--- config.mk ---
export PLATFORM = sky130hd
export DESIGN_NAME = ataXferSeq
export DESIGN_NICKNAME = d
export VERILOG_FILES = /design/src/rtl/ataSeqPkg.sv /design/src/rtl/ataSync.sv /design/src/rtl/ataSeqCtrl.sv /design/src/rtl/ataSeqDatapath.sv /design/src/rtl/ataXferSeq.sv
export SDC_FILE = /design/constraint.sdc
export NUM_CORES = 1
export LEC_CHECK = 0
export ABC_CLOCK_PERIOD_IN_PS = 4200
export CAP_MARGIN = 10
export CORE_MARGIN = 2
export CORE_UTILIZATION = 36
export CTS_CLUSTER_SIZE = 8
export DETAILED_ROUTE_END_ITERATION = 8
export DONT_BUFFER_PORTS = 1
export GPL_TIMING_DRIVEN = 0
export PLACE_DENSITY = 0.53
export SLEW_MARGIN = 20
export SYNTH_ARGS = -nofsm -noshare
export SYNTH_HDL_FRONTEND = slang
export SYNTH_SLANG_ARGS = --single-unit
--- constraint.sdc ---
create_clock -name clk -period 4.2 [get_ports clk]
set_clock_uncertainty 0.2 [all_clocks]
set_input_delay 0.63 -clock clk [delete_from_list [all_inputs] [get_ports clk]]
set_output_delay 0.63 -clock clk [all_outputs]
set_load 0.1 [all_outputs]
--- src/rtl/ataSeqPkg.sv ---
package ataSeqPkg;

  typedef enum logic [2:0] {
    PH_IDLE,
    PH_SETUP,
    PH_ACTIVE,
    PH_HOLD,
    PH_RECOV
  } phase_e;

  // Strobes from control to datapath
  typedef struct packed {
    logic loadReg;   // latch a register request
    logic loadDma;   // latch first DMA word and direction
    logic loadWord;  // latch write data for a following DMA word
    logic capRead;   // sample input bus (strobe deasserting)
    logic selOn;     // selection/data phase (setup, active, hold)
    logic strobeOn;  // strobe asserted
    logic dmaRun;    // DMA run in progress
  } ctrlStrb_t;

endpackage

--- src/rtl/ataSync.sv ---
module ataSync #(
  parameter int   STAGES  = 2,
  parameter logic RST_VAL = 1'b1
) (
  input  logic clk,
  input  logic rstN,
  input  logic d,
  output logic q
);

  logic [STAGES-1:0] shReg;

  always_ff @(posedge clk or negedge rstN) begin
    if (!rstN) begin
      shReg <= {STAGES{RST_VAL}};
    end else begin
      shReg[0] <= d;
      for (int i = 1; i < STAGES; i++) shReg[i] <= shReg[i-1];
    end
  end

  assign q = shReg[STAGES-1];

endmodule

--- src/rtl/ataSeqCtrl.sv ---
module ataSeqCtrl
  import ataSeqPkg::*;
#(
  parameter int CNT_W = 4
) (
  input  logic             clk,
  input  logic             rstN,
  input  logic             hostStart,
  input  logic             dmaEnable,
  input  logic             devDmaReq,
  input  logic             readySync,
  input  logic [CNT_W-1:0] cfgSetup,
  input  logic [CNT_W-1:0] cfgPulse,
  input  logic [CNT_W-1:0] cfgRecover,
  output ctrlStrb_t        strb,
  output logic             hostDone
);

  phase_e           phQ, phD;
  logic [CNT_W-1:0] cntQ, cntD;
  logic             runQ, runD;
  logic             doneQ, doneD;
  logic             cntZero;
  logic             dmaGo;
  logic             loadReg, loadDma, loadWord, capRead;

  assign cntZero = (cntQ == '0);
  assign dmaGo   = dmaEnable && devDmaReq;

  always_comb begin
    phD      = phQ;
    cntD     = cntQ;
    runD     = runQ;
    doneD    = 1'b0;
    loadReg  = 1'b0;
    loadDma  = 1'b0;
    loadWord = 1'b0;
    capRead  = 1'b0;
    unique case (phQ)
      PH_IDLE: begin
        if (hostStart) begin
          phD     = PH_SETUP;
          cntD    = cfgSetup;
          loadReg = 1'b1;
        end else if (dmaGo) begin
          phD     = PH_SETUP;
          cntD    = cfgSetup;
          loadDma = 1'b1;
          runD    = 1'b1;
        end
      end
      PH_SETUP: begin
        if (cntZero) begin
          phD  = PH_ACTIVE;
          cntD = cfgPulse;
        end else begin
          cntD = cntQ - 1'b1;
        end
      end
      PH_ACTIVE: begin
        if (!cntZero) begin
          cntD = cntQ - 1'b1;
        end else if (readySync) begin
          phD     = PH_HOLD;
          capRead = 1'b1;
        end
      end
      PH_HOLD: begin
        phD  = PH_RECOV;
        cntD = cfgRecover;
      end
      PH_RECOV: begin
        if (!cntZero) begin
          cntD = cntQ - 1'b1;
        end else begin
          doneD = 1'b1;
          if (runQ && dmaGo) begin
            phD      = PH_SETUP;
            cntD     = cfgSetup;
            loadWord = 1'b1;
          end else begin
            phD  = PH_IDLE;
            runD = 1'b0;
          end
        end
      end
      default: begin
        phD  = PH_IDLE;
        runD = 1'b0;
      end
    endcase
  end

  always_ff @(posedge clk or negedge rstN) begin
    if (!rstN) begin
      phQ   <= PH_IDLE;
      cntQ  <= '0;
      runQ  <= 1'b0;
      doneQ <= 1'b0;
    end else begin
      phQ   <= phD;
      cntQ  <= cntD;
      runQ  <= runD;
      doneQ <= doneD;
    end
  end

  always_comb begin
    strb.loadReg  = loadReg;
    strb.loadDma  = loadDma;
    strb.loadWord = loadWord;
    strb.capRead  = capRead;
    strb.selOn    = (phQ == PH_SETUP) || (phQ == PH_ACTIVE) || (phQ == PH_HOLD);
    strb.strobeOn = (phQ == PH_ACTIVE);
    strb.dmaRun   = runQ;
  end

  assign hostDone = doneQ;

endmodule

--- src/rtl/ataSeqDatapath.sv ---
module ataSeqDatapath
  import ataSeqPkg::*;
#(
  parameter int DATA_W = 16,
  parameter int ADDR_W = 3
) (
  input  logic              clk,
  input  logic              rstN,
  input  ctrlStrb_t         strb,
  input  logic              hostWrite,
  input  logic              hostCtlBlk,
  input  logic [ADDR_W-1:0] hostAddr,
  input  logic [DATA_W-1:0] hostWdata,
  input  logic              dmaToDevice,
  input  logic [DATA_W-1:0] devDataIn,
  output logic [DATA_W-1:0] hostRdata,
  output logic              devCsCmdN,
  output logic              devCsCtlN,
  output logic [ADDR_W-1:0] devAddr,
  output logic              devRdN,
  output logic              devWrN,
  output logic              devAckN,
  output logic [DATA_W-1:0] devDataOut,
  output logic              devDataOe
);

  logic              isWriteQ;
  logic              isCtlQ;
  logic              isDmaQ;
  logic [ADDR_W-1:0] addrQ;
  logic [DATA_W-1:0] wdataQ;
  logic [DATA_W-1:0] rdataQ;
  logic              regSel;

  always_ff @(posedge clk or negedge rstN) begin
    if (!rstN) begin
      isWriteQ <= 1'b0;
      isCtlQ   <= 1'b0;
      isDmaQ   <= 1'b0;
      addrQ    <= '0;
      wdataQ   <= '0;
      rdataQ   <= '0;
    end else begin
      if (strb.loadReg) begin
        isWriteQ <= hostWrite;
        isCtlQ   <= hostCtlBlk;
        isDmaQ   <= 1'b0;
        addrQ    <= hostAddr;
        wdataQ   <= hostWdata;
      end else if (strb.loadDma) begin
        isWriteQ <= dmaToDevice;
        isCtlQ   <= 1'b0;
        isDmaQ   <= 1'b1;
        addrQ    <= '0;
        wdataQ   <= hostWdata;
      end else if (strb.loadWord) begin
        wdataQ   <= hostWdata;
      end
      if (strb.capRead && !isWriteQ) rdataQ <= devDataIn;
    end
  end

  assign regSel     = strb.selOn && !isDmaQ;
  assign devCsCmdN  = !(regSel && !isCtlQ);
  assign devCsCtlN  = !(regSel && isCtlQ);
  assign devAddr    = regSel ? addrQ : '0;
  assign devRdN     = !(strb.strobeOn && !isWriteQ);
  assign devWrN     = !(strb.strobeOn && isWriteQ);
  assign devAckN    = !strb.dmaRun;
  assign devDataOe  = strb.selOn && isWriteQ;
  assign devDataOut = devDataOe ? wdataQ : '0;
  assign hostRdata  = rdataQ;

endmodule

--- src/rtl/ataXferSeq.sv ---
module ataXferSeq
  import ataSeqPkg::*;
#(
  parameter int DATA_W      = 16,
  parameter int ADDR_W      = 3,
  parameter int CNT_W       = 4,
  parameter int SYNC_STAGES = 2
) (
  input  logic              clk,
  input  logic              rstN,
  input  logic              hostStart,
  input  logic              hostWrite,
  input  logic              hostCtlBlk,
  input  logic [ADDR_W-1:0] hostAddr,
  input  logic [DATA_W-1:0] hostWdata,
  input  logic              dmaEnable,
  input  logic              dmaToDevice,
  input  logic [CNT_W-1:0]  cfgSetup,
  input  logic [CNT_W-1:0]  cfgPulse,
  input  logic [CNT_W-1:0]  cfgRecover,
  output logic [DATA_W-1:0] hostRdata,
  output logic              hostDone,
  output logic              devCsCmdN,
  output logic              devCsCtlN,
  output logic [ADDR_W-1:0] devAddr,
  output logic              devRdN,
  output logic              devWrN,
  output logic              devAckN,
  input  logic              devDmaReq,
  input  logic              devReady,
  input  logic [DATA_W-1:0] devDataIn,
  output logic [DATA_W-1:0] devDataOut,
  output logic              devDataOe
);

  ctrlStrb_t strb;
  logic      readySync;

  ataSync #(.STAGES(SYNC_STAGES), .RST_VAL(1'b1)) rdySync_i (
    .clk (clk),
    .rstN(rstN),
    .d   (devReady),
    .q   (readySync)
  );

  ataSeqCtrl #(.CNT_W(CNT_W)) ctrl_i (
    .clk       (clk),
    .rstN      (rstN),
    .hostStart (hostStart),
    .dmaEnable (dmaEnable),
    .devDmaReq (devDmaReq),
    .readySync (readySync),
    .cfgSetup  (cfgSetup),
    .cfgPulse  (cfgPulse),
    .cfgRecover(cfgRecover),
    .strb      (strb),
    .hostDone  (hostDone)
  );

  ataSeqDatapath #(.DATA_W(DATA_W), .ADDR_W(ADDR_W)) dp_i (
    .clk        (clk),
    .rstN       (rstN),
    .strb       (strb),
    .hostWrite  (hostWrite),
    .hostCtlBlk (hostCtlBlk),
    .hostAddr   (hostAddr),
    .hostWdata  (hostWdata),
    .dmaToDevice(dmaToDevice),
    .devDataIn  (devDataIn),
    .hostRdata  (hostRdata),
    .devCsCmdN  (devCsCmdN),
    .devCsCtlN  (devCsCtlN),
    .devAddr    (devAddr),
    .devRdN     (devRdN),
    .devWrN     (devWrN),
    .devAckN    (devAckN),
    .devDataOut (devDataOut),
    .devDataOe  (devDataOe)
  );

endmodule

==> run_results.csv, run 1 <==
group,metric,value,unit
status,outcome,"completed",
logic_synthesis,syn_avg_cell_area,11.8,sq um
sta,finalSetupTns,0,ns
floorplanning,die_x,86.1,um
floorplanning,dieArea,7420,sq um
routing,routed_wl,5.01,mm
logic_synthesis,synth_fp_nets,264,
place,port_buffers,0,
sta,fin_crit,3.79,ns
routing,ant_nets,0,
min_path,hold_class,"input port to flip-flop",
cts,cts_buffers,5,
sta,worst_pin_slew,1.01,ns
setup_path,arrival,2.96,ns
global_route,grt_max_degree,50,
setup_path,critical_path.max_fanout,10,
logic_synthesis,yosysMostFrequentCell,"dfrtp_1",
global_route,grt_overflow,0,
finish,final_area,2680,sq um
cts,ctsResizeCount,0,
logic_synthesis,ys_ff_latch,49,
logic_synthesis,ys.flop_type,"dfrtp_1",
place,placed_cell_area,2530,sq um
logic_synthesis,ys_top_cells_by_count,"47 x dfrtp_1, 22 x and2_1, 22 x mux2_1, 13 x a21oi_1, 13 x nand2_1",
logic_synthesis,synth_top_area_share,48.4,%
floorplanning,placeableCoreArea,6420,sq um
sta,slew_headroom,33.1,%
routing,dr_total_vias,1597,
finish,final_util,41.8,%
sta,finalSetupViolations,0,
sta,fin_ws,0.406,ns
global_route,antenna_found_initial,0,
sta,rsz0062_at_grt,"no",
routing,route.detailed.drc,0,
floorplanning,rows,29,
setup_path,crit_type,"flip-flop to output pin",
logic_synthesis,synth-edff-count,0,
sta,period_share,90.3,%
sta,hold_viol,0,
sta,fmax,264,MHz
logic_synthesis,synth_seq_area_share,50.6,%
setup_path,cp-start-kind,"flip-flop",
cts,cts_max_level,2,
logic_synthesis,async_flop_share,100,%
sta,drv_slew,0,
routing,drt_iter0_markers,50,
finish,n_antenna_cell,0,
cts,numClockSinks,49,
run,maxCapViolCount,0,
place,finalWeightedCongestion,0.788,
logic_synthesis,netlist_area,2430,sq um
global_route,grt_use_total,13.9,%
global_route,grt_pass1_wl,8.07,mm
cts,clock_path_buffers,2,
global_route,grt_pass1_vias,1623,
floorplanning,io_pins,98,
floorplanning,start_util,37.8,%
finish,areaGrowthSynthToFinish,10.5,%
cts,clock_latency,0.29,ns
logic_synthesis,synthTopCellsByArea,"dfrtp_1 48%, mux2_1 10%, mux2_4 6.2%",
place,place_ws,0.676,ns
routing,first_pass_iters,4,
routing,vias_per_cell,5.45,
cts,clk_pin_slew_worst_paths,0.09,ns
finish,drive_above_1_share,16.7,%
finish,final_nets,273,
logic_synthesis,syn_inst,206,
floorplanning,fp.dieH,86.1,um
setup_path,required,3.37,ns
cts,clockRootBuffer,"clkbuf_8",
setup_path,end_kind,"output pin",
logic_synthesis,synth.distinct_cells,46,
cts,tritoncts,"done",
logic_synthesis,yosysTopAreaCell,"dfrtp_1",
logic_synthesis,ys.warnings.count,0,
routing,wire_per_inst,17.1,um
place,detailed_place_hpwl,3.67,mm
==> critical path, cell delays in order (launching register included) <==
cell and delay [ns]:
dfrtp_1 0.48, buf_2 0.23, nor3b_2 0.45, clkbuf_2 0.63
and2_1 0.87
==> registers in the layout (all words and copies together), names as in the netlist <==
| register | flops |
|---|---|
| dp_i.isDmaQ | 1 |
| ctrl_i.runQ | 1 |
| ctrl_i.cntQ | 4 |
| ctrl_i.hostDone | 1 |
| dp_i.isWriteQ | 1 |
| dp_i.isCtlQ | 1 |
| dp_i.addrQ | 3 |
| dp_i.wdataQ | 16 |
| ctrl_i.phQ | 3 |
| dp_i.hostRdata | 16 |
| rdySync_i.shReg | 2 |
==> layout by cell type, fill, tap and decap left out, types with 4 or more instances in the layout <==
| master | count |
|---|---|
| o21ai_1 | 4 |
| nor3_1 | 4 |
| a21oi_1 | 13 |
| mux2_4 | 10 |
| and2_1 | 22 |
| clkbuf_8 | 6 |
| inv_1 | 7 |
| mux2_1 | 22 |
| dfrtp_1 | 47 |
| nand2_1 | 13 |
| a22o_1 | 6 |
| buf_2 | 5 |
==> what timing repair did <==
item                      in CTS  in global routing
hold buffers                   2                  0
hold endpoints to repair      49                  0
setup buffers                  0                  0
==> final cells by class <==
class                      count  area [sq um]
buffer                         9          48.8
fill                         609          3740
clock buffer                   6          82.6
tap                           77          96.3
sequential                    49          1230
multi-input combinational    140          1120
timing repair buffer           2          37.5
clock inverter                 2          37.5
inverter                       8          30.0
==> metrics by stage <==
stage	hold slack, ns	cells
floorplan	0.134	206
global placement	0.136	283
detailed placement	0.136	283
CTS	0.107	293
global route	0.0986	293
finish	0.129	293
==> worst paths after layout <==
kind	slack, ns	start	cells past startpoint	end
setup / recovery	0.41	ctrl_i.phQ[2]	4	devDataOut[10]
hold / removal	0.13	devReady	0	rdySync_i.shReg[0]
setup reg to reg	1.82	ctrl_i.cntQ[0]	6	dp_i.hostRdata[14]
hold reg to reg	0.16	rdySync_i.shReg[0]	0	rdySync_i.shReg[1]
max in group asynchronous	2.87	rstN	2	rdySync_i.shReg[0]
min in group asynchronous	0.63	rstN	2	ctrl_i.cntQ[1]
==> kinds of logic after synthesis <==
group | share of synthesized area, %
fa+ha+maj | 1.03
flops | 50.6
buf+inv | 3.19
mux | 17.2
compound gates | 12.7
simple gates | 15.3
==> per-layer routing <==
metal | up-vias | part of all wire (%) | wire, um | global-route usage [%]
met3 | 2 | 10 | 521 | 5.00
met5 | - | 0 | 0 | 0
met4 | 0 | 0.46 | 23 | 3.46
met2 | 79 | 46 | 2280 | 21.6
li1 | 748 | - | - | -
met1 | 768 | 44 | 2180 | 18.3
Power of run 1 is not shown: default switching activity piles up to over one toggle a cycle in this logic, so the estimate is an artifact.
==> run 2: changes to the inputs <==
--- a/config.mk
+++ b/config.mk
@@ -17,4 +17,5 @@
 export SLEW_MARGIN = 20
 export SYNTH_ARGS = -nofsm -noshare
 export SYNTH_HDL_FRONTEND = slang
+export SYNTH_HIERARCHICAL = 1
 export SYNTH_SLANG_ARGS = --single-unit
==> run_results.csv, run 2 <==
group,metric,value,unit
status,outcome,"completed",
place,place_ws,0.716,ns
setup_path,max_stage_delay,0.88,ns
sta,fin_ws,0.387,ns
cts,cts_setup_buffers,0,
global_route,grt_max_degree,50,
cts,clockRootBuffer,"clkbuf_8",
floorplanning,io_pins,98,
setup_path,worstReg2RegEnd,"dp_i/hostRdata[7]",
global_route,antenna_found_initial,0,
cts,tritoncts,"done",
cts,cts_buffers,5,
logic_synthesis,netlist_area,2480,sq um
setup_path,cp-start-kind,"flip-flop",
sta,drv_slew,0,
logic_synthesis,synth-edff-count,0,
sta,finalSetupViolations,0,
logic_synthesis,synth.distinct_cells,45,
finish,final_cell_mix,"47 x dfrtp_1, 22 x mux2_2, 18 x and3_1",
sta,worst_pin_slew,1.02,ns
global_route,grt_overflow,0,
finish,n_antenna_cell,0,
place,finalWeightedCongestion,0.722,
min_path,hold_end,"rdySync_i/shReg[0]",
logic_synthesis,ys.warnings.count,6,
routing,ant_nets,0,
floorplanning,start_util,36.9,%
routing,routed_wl,5.52,mm
place,port_buffers,0,
setup_path,cp_num_buf_inv,3,
finish,final_nets,290,
cts,clock_path_buffers,2,
logic_synthesis,syn_avg_cell_area,11.1,sq um
sta,fin_crit,3.81,ns
floorplanning,fp.dieH,87.0,um
logic_synthesis,ys_ff_latch,49,
routing,route.detailed.drc,0,
sta,slew_headroom,32.1,%
setup_path,critical_path.max_fanout,10,
floorplanning,placeableCoreArea,6720,sq um
floorplanning,rows,30,
setup_path,required,3.37,ns
sta,finalSetupTns,0,ns
setup_path,critical_path.slowest_cell,"and3_1",
run,maxCapViolCount,0,
cts,ctsResizeCount,0,
floorplanning,dieArea,7570,sq um
setup_path,r2r-start,"ctrl_i/cntQ[0]",
finish,drive_above_1_share,24.5,%
setup_path,critPathTopFamily,"simple AND/OR/NAND/NOR gates",
logic_synthesis,syn_inst,223,
sta,hold_slack,0.117,ns
setup_path,worstPathCellList,"clkbuf_1 -> clkbuf_1 -> nor2_1 -> clkbuf_1 -> and3_1",
setup_path,reg2regPathDepth,9,
setup_path,reg2reg_setup_slack,1.17,ns
cts,clock_latency,0.31,ns
logic_synthesis,yosysMostFrequentCell,"dfrtp_1",
logic_synthesis,ys.flop_type,"dfrtp_1",
cts,numClockSinks,49,
global_route,grt_pass1_wl,8.40,mm
routing,wire_per_inst,17.6,um
global_route,grt_use_total,14.3,%
setup_path,arrival,2.98,ns
logic_synthesis,synth_fp_nets,281,
sta,period_share,90.8,%
finish,final_common_cell,"dfrtp_1",
sta,rsz0062_at_grt,"no",
logic_synthesis,ys_top_cells_by_count,"47 x dfrtp_1, 22 x mux2_2, 18 x and3_1, 12 x nand2_1, 12 x nor2_1",
logic_synthesis,synthTopCellsByArea,"dfrtp_1 47%, mux2_2 10%, mux2_4 6.1%",
logic_synthesis,async_flop_share,100,%
cts,cts_hold_buffers,2,
sta,fmax,262,MHz
setup_path,crit_type,"flip-flop to output pin",
floorplanning,die_x,87.0,um
cts,clk_pin_slew_worst_paths,0.10,ns
setup_path,end_kind,"output pin",
min_path,hp-start,"devReady",
min_path,whs_path_depth,0,
sta,hold_viol,0,
setup_path,cp_common_cell,"clkbuf_1",
min_path,hold_class,"input port to flip-flop",
logic_synthesis,synth_seq_area_share,49.5,%
routing,vias_per_cell,5.50,
global_route,grt_pass1_vias,1659,
routing,drt_iter0_markers,59,
place,detailed_place_hpwl,3.92,mm
cts,cts_max_level,2,
finish,areaGrowthSynthToFinish,9.38,%
logic_synthesis,yosysTopAreaCell,"dfrtp_1",
logic_synthesis,synth_top_area_share,47.4,%
routing,first_pass_iters,4,
routing,dr_total_vias,1722,
## run 2: changes by cell type after synthesis, sizes merged, moves of 5 or more
cell / change
and2: -17
clkbuf: +5
nor2: +8
and3: +18
a22o: -6
## run 2: metal layers
| layer | share of wire (%) | GRT usage [%] | up-vias |
|---|---|---|---|
| met5 | 0 | 0 | - |
| met4 | 1.2 | 4.69 | 0 |
| met3 | 7.7 | 4.83 | 4 |
| met2 | 47 | 21.9 | 69 |
| met1 | 44 | 19.0 | 835 |
| li1 | - | - | 814 |
## run 2: worst max path at each step
stage / from / to / depth (start not counted)
after global routing: ctrl_i/phQ[2] / devDataOut[12] / 5
after global placement: ctrl_i/phQ[2] / devDataOut[9] / 5
after CTS: ctrl_i/phQ[2] / devDataOut[12] / 5
after detailed placement: ctrl_i/phQ[2] / devDataOut[12] / 5
after floorplan: ctrl_i/phQ[2] / devAddr[0] / 5
final: ctrl_i/phQ[2] / devDataOut[12] / 5
## run 2: cells by family (layout without fill, tap and decap cells)
| logic type | count (synthesis) | in the layout | synth area share (%) |
|---|---|---|---|
| buffers and inverters | 26 | 36 | 5.80 |
| AO/OA/AOI/OAI | 37 | 37 | 9.94 |
| multiplexers | 33 | 33 | 16.4 |
| AND/OR/NAND/NOR | 76 | 76 | 17.3 |
| flip-flops | 49 | 49 | 49.5 |
| adder cells (fa/ha/maj) | 2 | 2 | 1.01 |
## run 2: final cells by class
type,instances,area (sq um)
fillers,646,4010
flip-flops and latches,49,1230
multi-input cells,148,1110
plain buffers,18,114
well taps,80,100
clock buffers,5,68.8
repair buffers,2,37.5
inverters,8,30.0
clock inverters,3,26.3
## run 2: metrics by stage
step           std cells  cell area, sq um  util [%]
2_1_floorplan        223              2480         -
3_5_place_dp         303              2580      38.4
4_1_cts              313              2710      40.4
5_1_grt              313              2710      40.4
3_3_place_gp         303              2580      38.4
6_report             313              2710      40.4
Power of run 2 is left out for the same reason.
==> run 3: changes to the inputs <==
--- a/config.mk
+++ b/config.mk
@@ -8,12 +8,12 @@
 export ABC_CLOCK_PERIOD_IN_PS = 4200
 export CAP_MARGIN = 10
 export CORE_MARGIN = 2
-export CORE_UTILIZATION = 36
+export CORE_UTILIZATION = 55
 export CTS_CLUSTER_SIZE = 8
 export DETAILED_ROUTE_END_ITERATION = 8
 export DONT_BUFFER_PORTS = 1
 export GPL_TIMING_DRIVEN = 0
-export PLACE_DENSITY = 0.53
+export PLACE_DENSITY = 0.73
 export SLEW_MARGIN = 20
 export SYNTH_ARGS = -nofsm -noshare
 export SYNTH_HDL_FRONTEND = slang
==> run_results.csv, run 3 (same netlist as run 2, synthesis figures left out) <==
group,metric,value,unit
status,outcome,"completed",
sta,hold_slack,0.120,ns
global_route,grt_use_met2,32.7,%
place,place_ws,0.848,ns
cts,cts_max_level,2,
setup_path,critical_path.slowest_cell,"and3_1",
place,detailed_place_hpwl,3.64,mm
run,maxCapViolCount,0,
routing,first_pass_iters,4,
setup_path,critical_path.max_fanout,10,
finish,final_cell_mix,"47 x dfrtp_1, 22 x mux2_2, 18 x and3_1",
routing,routed_wl,4.86,mm
sta,fmax,270,MHz
floorplanning,fp.dieH,71.2,um
sta,finalSetupViolations,0,
sta,drv_slew,0,
global_route,gr-max-usage-layer,"met2",
routing,route.detailed.drc,0,
global_route,grt_overflow,0,
global_route,antenna_found_initial,0,
sta,fin_crit,3.70,ns
global_route,use_met1,26.1,%
finish,final_nets,290,
routing,dr_total_vias,1694,
setup_path,cp_common_cell,"clkbuf_1",
finish,areaGrowthSynthToFinish,7.92,%
finish,n_antenna_cell,0,
sta,period_share,88.2,%
global_route,grt_pass1_vias,1659,
place,finalWeightedCongestion,0.874,
setup_path,max_stage_delay,0.87,ns
routing,wire_per_inst,17.1,um
cts,cts_setup_buffers,0,
sta,worst_pin_slew,1.03,ns
cts,tritoncts,"done",
finish,final_common_cell,"dfrtp_1",
floorplanning,start_util,57.0,%
setup_path,critPathTopFamily,"simple AND/OR/NAND/NOR gates",
sta,rsz0062_at_grt,"no",
sta,hold_viol,0,
setup_path,crit_type,"flip-flop to output pin",
finish,final_util,61.5,%
cts,clk_pin_slew_worst_paths,0.08,ns
cts,numClockSinks,49,
global_route,grt_pass1_wl,7.96,mm
floorplanning,die_x,71.2,um
setup_path,arrival,2.87,ns
routing,ant_nets,0,
global_route,grt_use_total,20.3,%
cts,clockRootBuffer,"clkbuf_8",
setup_path,worstPathCellList,"clkbuf_1 -> clkbuf_1 -> nor2_1 -> clkbuf_1 -> and3_1",
setup_path,cp-start-kind,"flip-flop",
floorplanning,rows,24,
min_path,hold_class,"input port to flip-flop",
routing,drt_iter0_markers,63,
cts,cts_buffers,5,
setup_path,cp_num_buf_inv,3,
sta,fin_ws,0.497,ns
global_route,grt_max_degree,50,
setup_path,required,3.37,ns
setup_path,end_kind,"output pin",
floorplanning,placeableCoreArea,4350,sq um
sta,slew_headroom,31.3,%
floorplanning,io_pins,98,
cts,clock_latency,0.30,ns
floorplanning,dieArea,5060,sq um
place,port_buffers,0,
routing,vias_per_cell,5.94,
cts,clock_path_buffers,2,
sta,finalSetupTns,0,ns
finish,drive_above_1_share,24.0,%
global_route,met3_usage,6.55,%
## run 3: repair_timing
item / 4_1_cts / 5_1_grt
hold buffers: 2 / 0
gates resized for setup: 0 / 0
hold endpoints to repair: 49 / 0
## run 3: layout make-up
type,instances,area (sq um)
repair buffers,2,37.5
flip-flops and latches,49,1230
clock inverters,1,7.51
fillers,369,1680
plain buffers,18,114
multi-input cells,148,1110
inverters,8,30.0
clock buffers,7,86.3
well taps,52,65.1
## run 3: final timing paths
check	from	to	slack [ns]	cells past startpoint
setup / recovery	ctrl_i/phQ[2]	devDataOut[9]	0.50	5
hold / removal	devReady	rdySync_i/shReg[0]	0.12	0
setup reg to reg	ctrl_i/cntQ[0]	dp_i/hostRdata[5]	1.21	9
hold reg to reg	rdySync_i/shReg[0]	rdySync_i/shReg[1]	0.16	0
max in group asynchronous	rstN	rdySync_i/shReg[1]	2.91	2
min in group asynchronous	rstN	dp_i/wdataQ[9]	0.62	2
## run 3: per-layer routing
layer / up-vias / share of wire, %
met5: - / 0
met4: 0 / 1.3
met3: 6 / 7.2
met2: 60 / 50
met1: 818 / 42
li1: 810 / -
## run 3: stage by stage
step | area, sq um | instances
3_3_place_gp | 2540 | 275
3_5_place_dp | 2540 | 275
2_1_floorplan | 2480 | 223
4_1_cts | 2680 | 285
5_1_grt | 2680 | 285
6_report | 2680 | 285
Power of run 3 is left out for the same reason.
